$ cat src/rtl/minif_pkg.sv
package minif_pkg;

  localparam int MF_EXP_W = 4;
  localparam int MF_MAN_W = 7;
  localparam int MF_BIAS  = (1 << (MF_EXP_W - 1)) - 1;

  typedef struct packed {
    logic                sign;
    logic [MF_EXP_W-1:0] exp;
    logic [MF_MAN_W-1:0] man;
  } minif_t;

  // Exponent code for a leading one at bit position pos of a value with frac fraction bits.
  function automatic int exp_code(input int pos, input int frac);
    return pos - frac + MF_BIAS;
  endfunction

  // Left shift that moves a non-normalized magnitude onto the 2^-(bias-1+man) grid.
  function automatic int denorm_shift(input int frac);
    return MF_BIAS - 1 + MF_MAN_W - frac;
  endfunction

endpackage

$ cat src/rtl/minif_magnitude.sv
module minif_magnitude #(
  parameter int W = 24
) (
  input  logic [W-1:0] data,
  output logic         neg,
  output logic [W-1:0] mag
);
  // Two's complement absolute value; the most negative code maps to 2^(W-1) unsigned.
  assign neg = data[W-1];
  assign mag = neg ? (~data + W'(1)) : data;
endmodule

$ cat src/rtl/minif_lead_one.sv
module minif_lead_one #(
  parameter int W  = 24,
  localparam int PW = $clog2(W)
) (
  input  logic [W-1:0]  vec,
  output logic [PW-1:0] pos,
  output logic          found
);
  always_comb begin
    pos   = '0;
    found = 1'b0;
    for (int i = 0; i < W; i++) begin
      if (vec[i]) begin
        pos   = PW'(i);
        found = 1'b1;
      end
    end
  end
endmodule

$ cat src/rtl/minif_pack.sv
module minif_pack
  import minif_pkg::*;
#(
  parameter int IN_W   = 24,
  parameter int FRAC_W = 8,
  localparam int PW    = $clog2(IN_W)
) (
  input  logic            neg,
  input  logic [IN_W-1:0] mag,
  input  logic [PW-1:0]   pos,
  input  logic            found,
  output minif_t          word,
  output logic            inexact,
  output logic            ev_zero,
  output logic            ev_denorm,
  output logic            ev_ovf
);
  localparam int NORM_MIN_POS = FRAC_W + 1 - MF_BIAS;
  localparam int OVF_POS      = FRAC_W + MF_BIAS + 1;
  localparam int DEN_SH       = denorm_shift(FRAC_W);
  localparam int LOW_W        = IN_W - 1 - MF_MAN_W;

  logic [PW-1:0]       shamt;
  logic [IN_W-2:0]     norm;
  logic [MF_MAN_W-1:0] norm_man;
  logic                norm_sticky;
  logic [MF_EXP_W-1:0] norm_exp;
  logic [MF_MAN_W-1:0] den_man;

  assign shamt       = PW'(IN_W - 1) - pos;
  assign norm        = (IN_W-1)'(mag << shamt);
  assign norm_man    = norm[IN_W-2 -: MF_MAN_W];
  assign norm_sticky = |norm[LOW_W-1:0];
  assign norm_exp    = MF_EXP_W'(exp_code(int'(pos), FRAC_W));
  assign den_man     = MF_MAN_W'(mag << DEN_SH);

  assign ev_zero   = !found;
  assign ev_ovf    = found && (int'(pos) >= OVF_POS);
  assign ev_denorm = found && (int'(pos) < NORM_MIN_POS);

  always_comb begin
    word.sign = neg;
    if (ev_zero) begin
      word.exp = '0;
      word.man = '0;
      inexact  = 1'b0;
    end else if (ev_ovf) begin
      word.exp = '1;
      word.man = '0;
      inexact  = 1'b1;
    end else if (ev_denorm) begin
      word.exp = '0;
      word.man = den_man;
      inexact  = 1'b0;
    end else begin
      word.exp = norm_exp;
      word.man = norm_man;
      inexact  = norm_sticky;
    end
  end
endmodule

$ cat src/rtl/minif_encoder.sv
module minif_encoder
  import minif_pkg::*;
#(
  parameter int IN_W   = 24,
  parameter int FRAC_W = 8,
  localparam int PW    = $clog2(IN_W),
  localparam int OUT_W = 1 + MF_EXP_W + MF_MAN_W
) (
  input  logic             clk,
  input  logic             rst_n,
  input  logic             in_valid,
  output logic             in_ready,
  input  logic [IN_W-1:0]  in_data,
  output logic             out_valid,
  output logic [OUT_W-1:0] out_word,
  output logic             out_inexact
);
  logic            neg;
  logic [IN_W-1:0] mag;
  logic [PW-1:0]   pos;
  logic            found;
  minif_t          word_d;
  logic            inexact_d;
  logic            ev_zero, ev_denorm, ev_ovf;
  logic            accept;

  assign in_ready = 1'b1;
  assign accept   = in_valid && in_ready;

  minif_magnitude #(.W(IN_W)) u_mag (
    .data(in_data), .neg(neg), .mag(mag)
  );

  minif_lead_one #(.W(IN_W)) u_lead (
    .vec(mag), .pos(pos), .found(found)
  );

  minif_pack #(.IN_W(IN_W), .FRAC_W(FRAC_W)) u_pack (
    .neg(neg), .mag(mag), .pos(pos), .found(found),
    .word(word_d), .inexact(inexact_d),
    .ev_zero(ev_zero), .ev_denorm(ev_denorm), .ev_ovf(ev_ovf)
  );

  always_ff @(posedge clk) begin
    if (!rst_n) begin
      out_valid   <= 1'b0;
      out_word    <= '0;
      out_inexact <= 1'b0;
    end else if (accept) begin
      out_valid   <= 1'b1;
      out_word    <= word_d;
      out_inexact <= inexact_d;
    end
  end

  // a result follows every accepted sample on the next edge
  assert_latency_R7: assert property (@(posedge clk) disable iff (!rst_n)
    accept |=> out_valid);

  // outputs hold while nothing new is accepted
  assert_hold_R7: assert property (@(posedge clk) disable iff (!rst_n)
    (out_valid && !accept) |=> (out_valid && $stable(out_word) && $stable(out_inexact)));

  // sign bit of the result tracks the sign of the accepted sample
  assert_sign_R2: assert property (@(posedge clk) disable iff (!rst_n)
    accept |=> (out_word[OUT_W-1] == $past(in_data[IN_W-1])));

  // zero input gives the all-zero word and no inexact flag
  assert_zero_R3: assert property (@(posedge clk) disable iff (!rst_n)
    (accept && ev_zero) |=> (out_word == '0 && !out_inexact));

  // saturation gives infinity with an empty fraction and the flag set
  assert_ovf_R4: assert property (@(posedge clk) disable iff (!rst_n)
    (accept && ev_ovf) |=> (out_word[OUT_W-2 -: MF_EXP_W] == '1 &&
                            out_word[MF_MAN_W-1:0] == '0 && out_inexact));

  // non-normalized results are always exact
  assert_denorm_exact_R5: assert property (@(posedge clk) disable iff (!rst_n)
    (accept && ev_denorm) |=> (out_word[OUT_W-2 -: MF_EXP_W] == '0 && !out_inexact));

  // nothing is valid in the cycle after reset
  assert_reset_R8: assert property (@(posedge clk)
    !rst_n |=> (!out_valid && out_word == '0));
endmodule

$ cat config.mk
export PLATFORM = sky130hd
export DESIGN_NAME = minif_encoder
export DESIGN_NICKNAME = d
export VERILOG_FILES = /design/src/rtl/minif_pkg.sv /design/src/rtl/minif_magnitude.sv /design/src/rtl/minif_lead_one.sv /design/src/rtl/minif_pack.sv /design/src/rtl/minif_encoder.sv
export SDC_FILE = /design/constraint.sdc
export NUM_CORES = 1
export LEC_CHECK = 0
export BUFFER_PORTS_ARGS = -buffer_cell sky130_fd_sc_hd__buf_2
export CAP_MARGIN = 15
export CORE_ASPECT_RATIO = 0.75
export CORE_MARGIN = 2
export CORE_UTILIZATION = 45
export DETAILED_ROUTE_END_ITERATION = 12
export PLACE_DENSITY = 0.65
export SKIP_CTS_REPAIR_TIMING = 1
export SYNTH_ARGS = -nofsm -noshare
export SYNTH_HDL_FRONTEND = slang
export SYNTH_HIERARCHICAL = 1
export SYNTH_SLANG_ARGS = --single-unit
$ cat constraint.sdc
create_clock -name clk -period 4.6 [get_ports clk]
set_input_delay 0.23 -clock clk [delete_from_list [all_inputs] [get_ports clk]]
set_output_delay 0.23 -clock clk [all_outputs]
set_load 0.02 [all_outputs]
==> reports/metrics.csv <==
metric,value,unit
finalNetCount,422,
rows,24,
clock_tree.root_cell,clkbuf_8,
post-place-ws,-59.4,ps
worst_skew_pair.late_latency,240,ps
drt-vias-per-instance,6.22,
fp.coreArea,5800,um2
place.detailed.instances,461,
grt_setup_unrepaired,no,
grt_first_pass_wirelength,12.8,mm
setup_cp_type,primary input to flip-flop,
worst-endpoint-arrival,4340,ps
setup_violations,0,
skew,0,ps
initial_utilization,0.465,
peakVddDrop,0.166,mV
syn_avg_cell_area,7.77,um2
die_area,6630,um2
dieHeight,71.0,um
clk_transition_reported_paths,50,ps
max_slew_margin,0.332,
synth_nets,380,
total_grt_overflow,0,
leakage,1.26,nW
num_vias,2893,
io_buffers,40,
cts_buffers,3,
max_cap_viols,0,
fmax,0.238,GHz
ant_nets,0,
most-common-layout-cells,"nand2_1 (41), buf_2 (40), nor2_1 (26), o21ai_0 (26), xnor2_1 (23)",
hold_viol,0,
finalMaxSlewViolations,0,
syn_inst,347,
layout-drive-gt1-share,0.248,
syn_area,2700,um2
post-route-min-period,4210,ps
final_critical_path_setup_slack,392,ps
drt_iter0_markers,414,
final_util,0.533,
drc,0,
final_common_cell,nand2_1,
syn2layout_area_growth,14.5,%
layoutNonFillerInstCount,465,
cp_max_fo,41,
worst-slew-pin-transition,995,ps
detail_route.wl_per_cell,16.5,um
antenna-diode-count,0,
totalWireLength,7.65,mm
placement.cell_area,3020,um2
number_of_detailed_route_iterations_in_the_first_pass,5,
hpwlAfterDp,5.81,mm
final_tns_setup,0,ps
design_power_total,0.694,mW
finalCritPeriodShare,0.915,
antenna_found_initial,0,
ys.warnings.count,6,
tritoncts_num_sinks,14,
critPathCaptureType,flip-flop,
io_pins,42,
worst-endpoint-required,4730,ps
grt_max_degree,42,
ctsLongestPathBuffers,2,
gr-usage-all-layers,0.236,
grt_pass1_vias,2615,
outcome,finished clean,
htree_num_levels,1,
setup.worst_path.start_class,primary input,
globalplace.congestion,0.933,
design_area,3090,um2
cellPowerDensity,225,nW/um2
cts_tree,done,
worst_case_hold_slack,326,ps
die_wd,93.4,um
min_path_type,primary input to flip-flop,
## cell type report
class / instances / area (um2)
well taps: 78 / 97.6
fillers: 576 / 2710
inverters: 14 / 52.6
repair buffers: 61 / 383
flip-flops and latches: 14 / 280
multi-input cells: 295 / 2230
clock buffers: 3 / 41.3
## metal layers
| layer | GRT usage | vias up | wire (um) | part of all wire |
|---|---|---|---|---|
| met2 | 0.332 | 145 | 3190 | 0.42 |
| met4 | 0.0196 | 0 | 30 | 0.0039 |
| li1 | - | 1376 | - | - |
| met1 | 0.374 | 1368 | 3680 | 0.48 |
| met3 | 0.0628 | 4 | 757 | 0.099 |
| met5 | 0 | - | 0 | 0 |
## path summary, 6_finish.rpt
kind,cells after the start,end,slack (ps),startpoint
max,20,out_word[3],390,in_data[0]
min reg2reg,1,out_valid,460,out_valid
min,2,out_valid,330,rst_n
max reg2reg,2,out_word[3],3990,out_word[3]
## power breakdown
group | switching (mW) | internal (mW) | total (mW)
Sequential | 0.00237 | 0.126 | 0.128
Clock | 0.0381 | 0.0577 | 0.0958
Combinational | 0.268 | 0.202 | 0.470
## registers in the layout (all words and copies together), names as in the netlist
signal and flops:
out_inexact 1, out_valid 1, out_word 12
## critical path, cell delays in order
cell and delay [ps]:
buf_2 150, inv_1 70, ha_1 170, nor3b_2 250
nand4_1 250, buf_4 220, o21ai_0 200, xnor2_1 220
nor2_1 170, nor4b_2 260, o221ai_1 230, o311ai_2 150
buf_12 270, mux2_2 420, mux2i_2 290, o21ai_0 120
a221oi_1 340, a211oi_1 100, mux2i_1 150, nor2b_1 60
No activity file was read; power rests on OpenSTA's default activity.
